==> src/rtl/pix_demux_pkg.sv <==
package pix_demux_pkg;
  localparam int DEF_CH_W = 8;
  localparam int DEF_NCH  = 3;

  typedef enum logic {LANE_A = 1'b0, LANE_B = 1'b1} lane_e;
endpackage

==> src/rtl/pix_phase.sv <==
module pix_phase (
  input  logic clk,
  input  logic rst,
  input  logic hsync,
  output logic odd_now,
  output logic half_q
);
  logic hsync_q;
  logic odd_prev;
  logic sync_rise;

  assign sync_rise = hsync & ~hsync_q;
  assign odd_now   = sync_rise | ~odd_prev;

  always_ff @(posedge clk) begin
    if (rst) begin
      hsync_q  <= 1'b0;
      odd_prev <= 1'b0;
      half_q   <= 1'b0;
    end else begin
      hsync_q  <= hsync;
      odd_prev <= odd_now;
      half_q   <= odd_now;
    end
  end
endmodule

==> src/rtl/pix_blanker.sv <==
module pix_blanker #(
  parameter int CH_W = 8,
  parameter int NCH  = 3,
  localparam int DW  = CH_W * NCH
) (
  input  logic [DW-1:0]  data_in,
  input  logic [NCH-1:0] ovr_in,
  input  logic           kill,
  output logic [DW+NCH-1:0] px_out
);
  logic [DW-1:0] data_z;

  for (genvar c = 0; c < NCH; c++) begin : g_ch
    assign data_z[c*CH_W +: CH_W] = kill ? '0 : data_in[c*CH_W +: CH_W];
  end

  assign px_out = {ovr_in, data_z};
endmodule

==> src/rtl/pix_router.sv <==
module pix_router
  import pix_demux_pkg::*;
#(
  parameter int PW = 27
) (
  input  logic          clk,
  input  logic          rst,
  input  logic          cfg_dual,
  input  logic          cfg_odd_on_a,
  input  logic          cfg_stagger,
  input  logic          odd_now,
  input  logic [PW-1:0] px,
  output logic [PW-1:0] a_q,
  output logic [PW-1:0] b_q
);
  logic [PW-1:0] hold_q;
  lane_e         lane;

  assign lane = (odd_now == cfg_odd_on_a) ? LANE_A : LANE_B;

  always_ff @(posedge clk) begin
    if (rst) begin
      a_q    <= '0;
      b_q    <= '0;
      hold_q <= '0;
    end else if (!cfg_dual) begin
      a_q <= px;
      b_q <= '0;
    end else if (cfg_stagger) begin
      if (lane == LANE_A) a_q <= px;
      else                b_q <= px;
    end else if (odd_now) begin
      hold_q <= px;
    end else if (cfg_odd_on_a) begin
      a_q <= hold_q;
      b_q <= px;
    end else begin
      a_q <= px;
      b_q <= hold_q;
    end
  end
endmodule

==> src/rtl/pix_demux_top.sv <==
module pix_demux_top
  import pix_demux_pkg::*;
#(
  parameter int CH_W = DEF_CH_W,
  parameter int NCH  = DEF_NCH,
  localparam int DW  = CH_W * NCH,
  localparam int PW  = DW + NCH
) (
  input  logic           clk,
  input  logic           rst,
  input  logic [DW-1:0]  pix_in,
  input  logic [NCH-1:0] ovr_in,
  input  logic           hsync,
  input  logic           clamp,
  input  logic           cfg_dual,
  input  logic           cfg_odd_on_a,
  input  logic           cfg_stagger,
  input  logic           cfg_blank,
  input  logic           oe_n,
  output logic [DW-1:0]  port_a_data,
  output logic [NCH-1:0] port_a_ovr,
  output logic [DW-1:0]  port_b_data,
  output logic [NCH-1:0] port_b_ovr,
  output logic           half_clk,
  output logic           out_drv
);
  logic          odd_now;
  logic          kill;
  logic [PW-1:0] px;
  logic [PW-1:0] a_q;
  logic [PW-1:0] b_q;

  assign kill = cfg_blank & (hsync | clamp);

  pix_phase u_phase (
    .clk     (clk),
    .rst     (rst),
    .hsync   (hsync),
    .odd_now (odd_now),
    .half_q  (half_clk)
  );

  pix_blanker #(.CH_W(CH_W), .NCH(NCH)) u_blank (
    .data_in (pix_in),
    .ovr_in  (ovr_in),
    .kill    (kill),
    .px_out  (px)
  );

  pix_router #(.PW(PW)) u_route (
    .clk          (clk),
    .rst          (rst),
    .cfg_dual     (cfg_dual),
    .cfg_odd_on_a (cfg_odd_on_a),
    .cfg_stagger  (cfg_stagger),
    .odd_now      (odd_now),
    .px           (px),
    .a_q          (a_q),
    .b_q          (b_q)
  );

  always_ff @(posedge clk) begin
    if (rst) out_drv <= 1'b0;
    else     out_drv <= ~oe_n;
  end

  assign port_a_data = a_q[DW-1:0];
  assign port_a_ovr  = a_q[PW-1:DW];
  assign port_b_data = b_q[DW-1:0];
  assign port_b_ovr  = b_q[PW-1:DW];
endmodule

==> config.mk <==
export PLATFORM = sky130hd
export DESIGN_NAME = pix_demux_top
export DESIGN_NICKNAME = d
export VERILOG_FILES = /design/src/rtl/pix_demux_pkg.sv /design/src/rtl/pix_phase.sv /design/src/rtl/pix_blanker.sv /design/src/rtl/pix_router.sv /design/src/rtl/pix_demux_top.sv
export SDC_FILE = /design/constraint.sdc
export NUM_CORES = 1
export LEC_CHECK = 0
export BUFFER_PORTS_ARGS = -buffer_cell sky130_fd_sc_hd__buf_2
export CAP_MARGIN = 20
export CORE_MARGIN = 2
export CORE_UTILIZATION = 45
export CTS_CLUSTER_DIAMETER = 30
export DETAILED_ROUTE_END_ITERATION = 8
export HOLD_SLACK_MARGIN = 0.05
export PLACE_DENSITY = 0.69
export SLEW_MARGIN = 15
export SYNTH_ARGS = -nofsm -noshare
export SYNTH_HDL_FRONTEND = slang
export SYNTH_SLANG_ARGS = --single-unit
export TNS_END_PERCENT = 100
==> constraint.sdc <==
create_clock -name clk -period 3.45 [get_ports clk]
set_input_delay 0.69 -clock clk [delete_from_list [all_inputs] [get_ports clk]]
set_output_delay 0.69 -clock clk [all_outputs]
set_load 0.02 [all_outputs]
# After elaboration in Yosys (flattened, before gate mapping)
# Cells that the tools add are included.
op_classes:
  n_div: 0
  mul: 0
  n_bitwise: 9
  n_mux: 12
  n_eq_ne: 5
  n_addsub: 0
  order_cmp: 0
  n_reduce_logical: 4
  shifts: 0
ops:
  columns: ["cell", "count"]
  rows:
  - ["$mux W27", 9]
  - ["$mux W8", 3]
  - ["$not A1 Y1", 5]
  - ["$ne A2 B2 Y1 const B", 2]
  - ["$reduce_and A2 Y1", 2]
  - ["$ne A3 B2 Y1 const B", 1]
  - ["$ne A3 B3 Y1 const B", 1]
  - ["$reduce_and A3 Y1", 1]
  - ["$and A1 B1 Y1", 2]
  - ["$or A1 B1 Y1", 2]
  - ["$reduce_or A2 Y1", 1]
  - ["$eq A1 B1 Y1", 1]
totals:
  regBits: 84
  ram_bits: 0
  wordCells: 36
  input_bits: 36
  n_memories: 0
  latchBits: 0
  romBits: 0

# Longest topological paths before layout
# Gate-level depths: netlist of run 1.
depth:
  depth_word: 7
  ltp_mapped: 8

# By module
# From an unflattened synthesis of run 1, not the netlist that was laid out.
unflattened:
  hier_cells: 465
  hier_area_um2: 3661.0
by_module_without_submodules:
  columns: ["module", "n_inst", "cells_per_inst", "area_per_inst_um2"]
  rows:
  - ["pix_router", 1, 427, 3329.4]
  - ["pix_blanker", 1, 29, 235.2]
  - ["pix_phase", 1, 6, 65.1]
  - ["pix_demux_top", 1, 3, 31.3]

# Worst setup path after synthesis of run 1
# OpenSTA, ideal clock, no wires.
synth_timing:
  path_kind: "input -> register"
  startpoint: "input hsync"
  endpoint: "register u_route.a_q[14]"
  stages: 8
  arrival_time_ns: 1.858
  setup_slack_ns: 1.510
  cell_sequence: "nand2b_1 -> buf_6 -> a221o_1 -> buf_6 -> and2_4 -> buf_6 -> buf_6 -> a211oi_2"
synth_between:
  elab_chain_cells: 7
  word_cells_on_any_way: 14
  classes_between: "eq/ne: 3; mux: 6; bitwise: 4; reduce/logical: 1"
synth_lines:
  columns: ["element", "line_no", "source"]
  rows:
  - ["from (decl)", "pix_demux_top.sv:13", "input logic hsync,"]
  - ["$or A1 B1 Y1", "pix_demux_top.sv:33", "assign kill = cfg_blank & (hsync | clamp);"]
  - ["$and A1 B1 Y1", "pix_demux_top.sv:33", null]
  - ["$mux W8", "pix_blanker.sv:14", "assign data_z[c*CH_W +: CH_W] = kill ? '0 : data_in[c*CH_W +: CH_W];"]
  - ["$mux W27", "pix_router.sv:34", "end else if (cfg_odd_on_a) begin"]
  - ["$mux W27", "pix_router.sv:32", "end else if (odd_now) begin"]
  - ["$mux W27", "pix_router.sv:29", "end else if (cfg_stagger) begin"]
  - ["$mux W27", "pix_router.sv:26", "end else if (!cfg_dual) begin"]
  - ["to (signal assigned)", "pix_router.sv:27", "a_q <= px;"]
  - ["to (signal assigned)", "pix_router.sv:30", "if (lane == LANE_A) a_q <= px;"]
  - ["to (signal assigned)", "pix_router.sv:35", "a_q <= hold_q;"]
  - ["to (decl)", "pix_router.sv:13", "output logic [PW-1:0] a_q,"]
# Several ways; a longest one is shown, not always the timed one. The select of a mux whose other input is x is not followed.
# A chain may end at the register's enable or synchronous reset.

# Final worst setup path of run 1
layout_timing:
  startpoint: "input cfg_stagger"
  endpoint: "register u_route.a_q[3]"
layout_between:
  elab_chain_cells: 2
  word_cells_on_any_way: 5
  classes_between: "eq/ne: 2; mux: 2; reduce/logical: 1"
layout_lines:
  columns: ["element", "line_no", "source"]
  rows:
  - ["from (decl)", "pix_demux_top.sv:17", "input logic cfg_stagger,"]
  - ["$ne A3 B2 Y1 (no line) (tied with other cells)", null, null]
  - ["$reduce_and A2 Y1 (no line) or $mux W27 (tied branches)", null, null]
# Several ways; a longest one is shown, not always the timed one.

==> results of run 1 <==
==> area by class of cell <==
type	count	area [um^2]
Clock inverter	5	75.1
Timing Repair Buffer	102	551
Sequential cell	84	1680
Multi-Input combinational cell	286	2060
Fill cell	807	3940
Clock buffer	11	141
Tap cell	108	135
Inverter	1	3.75
==> state kept, by name, indices dropped and copies added, names as in the netlist <==
name / cells
u_phase.half_q: 1
out_drv: 1
u_route.hold_q: 27
u_phase.hsync_q: 1
u_route.a_q: 27
u_route.b_q: 27
==> cells in the mapped netlist <==
cell type / n / area, um^2
a211oi_1: 7 / 52.6
a211oi_2: 20 / 250
a21oi_1: 28 / 140
a21oi_2: 1 / 8.76
a221o_1: 1 / 10.0
a311oi_1: 8 / 70.1
a311oi_2: 20 / 300
and2_1: 24 / 150
and2_4: 1 / 8.76
and3_1: 2 / 12.5
buf_1: 1 / 3.75
buf_2: 6 / 30.0
buf_4: 2 / 15.0
buf_6: 7 / 78.8
clkbuf_1: 23 / 86.3
dfxtp_1: 84 / 1680
inv_1: 1 / 3.75
mux2i_1: 53 / 531
nand2_1: 55 / 206
nand2b_1: 3 / 18.8
nand3_1: 1 / 5.00
nand3b_1: 1 / 7.51
nand4b_1: 1 / 8.76
nor2_1: 29 / 109
nor2b_1: 1 / 6.26
nor3_1: 27 / 135
o21ai_0: 1 / 5.00
or2_1: 1 / 6.26
or2_2: 1 / 6.26
==> logic make-up (layout without fill, tap and decap cells) <==
kind of cell / count (synthesis) / count (layout) / synth area share
muxes: 53 / 53 / 0.134
buffers and inverters: 40 / 119 / 0.0551
AOI/OAI and AO/OA: 86 / 86 / 0.212
and+or+nand+nor: 147 / 147 / 0.172
DFF: 84 / 84 / 0.426
==> metrics by stage <==
stage / power [W] / hold slack (ns) / util / worst slack (ns)
2_1_floorplan: 0.00139 / 0.472 / - / 1.51
3_3_place_gp: 0.00150 / 0.481 / 0.516 / 0.964
3_5_place_dp: 0.00151 / 0.490 / 0.516 / 0.872
4_1_cts: 0.00227 / 0.473 / 0.541 / 1.21
5_1_grt: 0.00235 / 0.481 / 0.541 / 1.11
6_report: 0.00226 / 0.488 / 0.541 / 1.17
==> placed cells by master, fill, tap and decap left out <==
cell       count
nand2_1       55
buf_2         91
nor3_1        27
a21oi_1       28
clkbuf_1       1
or2_2          1
buf_4         10
bufinv_16      2
and3_1         2
clkinv_2       3
nor2_2         1
nand4b_1       1
a211oi_4       1
a211oi_2      20
nor2_1        28
nor2b_1        1
dfxtp_1       84
nand2b_1       3
o21ai_1        1
inv_1          1
and2_4         1
a311oi_1       8
a311oi_2      20
a21oi_2        1
a221o_1        1
mux2i_1       53
clkbuf_8      10
nand3b_1       1
buf_12         1
and2_1        24
a211oi_1       6
or2_1          1
nand3_1        1
==> worst max-delay path, delay by kind of cell <==
family	cells	cell delay (ns)
AND/OR/NAND/NOR	1	0.76
buffers and inverters	2	0.65
AO/OA/AOI/OAI	1	0.26
multiplexers	1	0.16
==> worst max-delay path by stage <==
stage | start | to | slack, ns | depth (start not counted)
finish | cfg_stagger | u_route.a_q[3] | 1.17 | 5
global route | cfg_stagger | u_route.a_q[4] | 1.11 | 5
CTS | cfg_stagger | u_route.a_q[3] | 1.21 | 5
detailed placement | cfg_stagger | u_route.a_q[3] | 0.87 | 5
global placement | cfg_stagger | u_route.a_q[4] | 0.96 | 5
floorplan | hsync | u_route.a_q[14] | 1.51 | 8
==> routing by layer <==
metal  routed length [um]  share of wire  global-route usage
met1                 4990           0.48               0.317
met3                  618          0.060              0.0345
met5                    0              0                   0
met4                  100         0.0097              0.0737
met2                 4650           0.45               0.328
==> power by group <==
group	internal (W)	leakage, nW	switching, W
Clock	0.000425	0.113	0.000346
Combinational	0.000157	1.19	0.000267
Sequential	0.00103	0.688	0.0000412
==> out/results.ini, run 1 <==
[sta]
fmax_mhz=439
rsz0062_at_grt=no
worstMarginPinSlew_ns=1.10
slew_violations=0
setup_viol=0
fin_crit_ns=2.28
period_share=0.661
skew_ns=0.00958
slew_headroom=0.267
tns_ns=0
hold_viol=0

[setup_path]
crit_chain=buf_2, nand3b_1, buf_4, mux2i_1, a211oi_1
crit_slowest_cell=nand3b_1
worstReg2RegEnd=u_route.a_q[3]
r2r-start=u_phase.hsync_q
ff2ff_path_depth=4
reg2reg_slack_ns=1.54
required_ns=3.70
slowest_delay_ns=0.76
crit_arrival_ns=2.53
cp_max_fo=15
path_class=in -> reg
crit_path_end_kind=flip-flop
start_kind=input pin

[die]
core_um2=8590
rows=34
start_util=0.459
die_h_um=97.7
die-width_um=97.7
ios=92
die_area_um2=9540

[cts]
hold_buffers=0
cts_buffers=9
clockBufferDepth=2
cts.repair.resized=0
postCtsSetupRepairBufs=0
clk_pin_slew_ns=0.08
cts_tree=yes
clk_latency_ns=0.35
cts-root-buf=clkbuf_8
cts.sinks=84
h-tree-depth=3

[placed_design]
gp_congestion=0.841
hpwlAfterDp_um=6940
place.port_buffers=91
dp_cells=581
place_area_um2=4430

[outcome]
status=finished, final reports clean

[global_routing]
grt_pass1_vias=3173
overflow=0
grtUsageTotal=0.218
grt_start_max_net_pins=58
grt_pass1_wl_um=16700
antenna_found_initial=0

[synth]
synth_seq_cells=84
yosys_warnings=0
synthesis.nets=446
syn_inst=410
seq_area_frac_synth=0.426
synth_area_um2=3950
avgSynthCellArea_um2=9.63
synth_cell_types=29

[finish]
layout-drive-gt1-share=0.331
postLayoutCellArea_um2=4650
final_nets=520
area_growth_pct=17.8
stdcell_count=597
diodes=0

[routing]
first_pass_iters=5
drt_iter0_drc=207
ant_nets=0
drc_errors=0
wl_per_cell_um=17.4
vias=3330
routed_wirelength_um=10400
via_per_inst=5.58

[hold_path]
hold_path.class=in -> reg
hold_depth=2
min-delay-start=oe_n
min_to=out_drv

[flow_run]
max-cap-violations=0

[power_and_ir_drop]
pwr_density_cell_nw_per_um2=487
p_leak_nw=1.99
irDropWorstVdd_mv=0.226

Power figures use the tool's default switching activity.
==> run 2, diff against run 1 <==
PLACE_DENSITY = 0.71   (was 0.69)
clock period = 1.95 ns   (was 3.45 ns; I/O delays follow)
==> run 2 against run 1 <==
Against the previous run: combinational power up 79%; via count shrank 1.4%; register-to-register slack got worse by 1.2 ns; global-route usage shrank 0.17 points; non-clock buffer count up 3; clock power grew 99%; hold slack worse by 0.30 ns; wire length shrank 1.8%; core utilization is 0.80 points higher; count of clock-buffer cells in the layout up 1; cell count rose by 0.50%; die area unchanged; largest cell class unchanged; largest power group unchanged.
==> out/results.ini, run 2 (synthesis results as in run 1) <==
[global_routing]
grtUsageTotal=0.216  ; -0.00174
grt_use_met3=0.0360  ; +0.00144
grt_use_met1=0.307  ; -0.0109
grt_pass1_vias=3299  ; +4.0%
grt_start_max_net_pins=58  ; unchanged
grt_use_met2=0.333  ; +0.00424
antenna_found_initial=0  ; unchanged
overflow=0  ; unchanged
grt_pass1_wl_um=16700  ; -0.13%
grt-busiest-layer=met2

[setup_path]
crit_path_end_kind=flip-flop
path_class=reg -> reg
cp_max_fo=27  ; +12
slowest_delay_ns=0.31  ; -0.45 ns
start_kind=flip-flop
crit_chain=nand2b_1, and3_1, or2_1, buf_4, a311oi_1
required_ns=2.19  ; -1.51 ns
crit_arrival_ns=1.89  ; -0.64 ns
crit_slowest_cell=dfxtp_1

[sta]
slew_headroom=0.523  ; +0.256
fmax_mhz=604
fin_crit_ns=1.65
hold_viol=0  ; unchanged
worstMarginPinSlew_ns=0.715  ; -0.384 ns
rsz0062_at_grt=no
fin_ws_ns=0.295  ; -0.876 ns
setup_viol=0  ; unchanged
skew_ns=0.00682  ; -0.00276 ns
tns_ns=0  ; unchanged
slew_violations=0  ; unchanged
period_share=0.849

[routing]
via_per_inst=5.47  ; -1.9%
ant_nets=0  ; unchanged
first_pass_iters=4  ; -1
drc_errors=0  ; unchanged
wl_per_cell_um=17.0  ; -2.3%
vias=3283  ; -1.4%
routed_wirelength_um=10200  ; -1.8%
drt_iter0_drc=245  ; +18%

[finish]
postLayoutCellArea_um2=4720  ; +1.5%
layout_common_cells=buf_2, dfxtp_1, nand2_1
top_regs=u_route.a_q x27, u_route.b_q x27, u_route.hold_q x27
stdcell_count=600  ; +0.50%
final_common_cell=buf_2
diodes=0  ; unchanged
final_nets=523  ; +0.58%
fill_cells=765  ; -5.2%
area_growth_pct=19.6
layout-drive-gt1-share=0.335  ; +0.00408

[cts]
cts-root-buf=clkbuf_8
clk_latency_ns=0.34  ; about the same
postCtsSetupRepairBufs=0  ; unchanged
cts_tree=yes
clockBufferDepth=2  ; unchanged
clk_pin_slew_ns=0.08  ; about the same
cts.sinks=84  ; unchanged
cts_buffers=9  ; unchanged
hold_buffers=0  ; unchanged
h-tree-depth=3  ; unchanged
cts.repair.resized=0  ; unchanged

[power_and_ir_drop]
p_sw_frac=0.276  ; -0.0128
power.share.clock=0.368  ; +0.028
sequentialPowerShare=0.451  ; -0.021
internal_power_w=0.00302  ; +88%
power.total_w=0.00417  ; +84%
irDropWorstVdd_mv=0.453  ; +100%
p_leak_nw=2.03  ; +1.6%
pwr_density_cell_nw_per_um2=884  ; +82%
combPwrFrac=0.182  ; -0.005
power.switching_w=0.00115  ; +76%

[die]
die_area_um2=9540  ; unchanged
die-width_um=97.7  ; unchanged
rows=34  ; unchanged
die_h_um=97.7  ; unchanged
start_util=0.459  ; unchanged
ios=92  ; unchanged
core_um2=8590  ; unchanged

[hold_path]
hold_path.class=in -> reg

[placed_design]
place_area_um2=4470  ; +0.79%
gp_congestion=0.758  ; -9.9%
hpwlAfterDp_um=6830  ; -1.6%
dp_cells=584  ; +0.52%
post-place-ws_ns=0.171  ; -0.701 ns
place.port_buffers=91  ; unchanged

[outcome]
status=finished, final reports clean

[flow_run]
max-cap-violations=0  ; unchanged

## run 2: cell count changes in the layout (fill, tap and decap cells not counted), sizes merged
cell / before / now
clkinv: 3 / 1
clkbuf: 11 / 12
bufinv: 2 / 3
buf: 102 / 105
## run 2: power groups by stage
| stage | Clock, W | Sequential [W] | Combinational, W |
|---|---|---|---|
| 2_1_floorplan | 0 | 0.00201 | 0.000449 |
| 3_3_place_gp | 0 | 0.00192 | 0.000742 |
| 3_5_place_dp | 0 | 0.00192 | 0.000757 |
| 4_1_cts | 0.00155 | 0.00188 | 0.000761 |
| 5_1_grt | 0.00163 | 0.00189 | 0.000821 |
| 6_report | 0.00153 | 0.00188 | 0.000757 |
## run 2: worst max-delay path: cells and delay by family (launching register included)
family,cells,cell delay [ns]
compound gates,1,0.29
flops,1,0.31
simple gates,3,0.69
buf+inv,1,0.26
## run 2: area by class of cell
class                   count  area [um^2]  area share
clock inverters             4         95.1      0.0201
repair buffers            105          586       0.124
inverters                   1         3.75    0.000795
flip-flops and latches     84         1680       0.356
multi-input cells         286         2060       0.437
well taps                 108          135      0.0286
clock buffers              12          155      0.0329
## run 2: per-stage QoR
stage                     utilization  hold slack, ns
after global routing            0.549           0.193
after floorplan                     -           0.457
final                           0.549           0.188
after CTS                       0.549           0.175
after global placement          0.520           0.482
after detailed placement        0.520           0.499
## run 2: routing by layer
metal | vias up | part of all wire | wire (um)
met3 | 9 | 0.066 | 669
met4 | 0 | 0.011 | 108
met2 | 115 | 0.46 | 4670
met5 | - | 0 | 0
li1 | 1616 | - | -
met1 | 1543 | 0.46 | 4730
## run 2: final timing paths
| check | startpoint | to | slack (ns) | depth (start not counted) |
|---|---|---|---|---|
| worst max-delay path | u_phase.hsync_q | u_route.b_q[19] | 0.30 | 5 |
| worst min-delay path | oe_n | out_drv | 0.19 | 2 |
| worst max register to register | u_phase.hsync_q | u_route.b_q[19] | 0.30 | 5 |
| worst min register to register | u_route.hold_q[20] | u_route.b_q[20] | 0.51 | 2 |
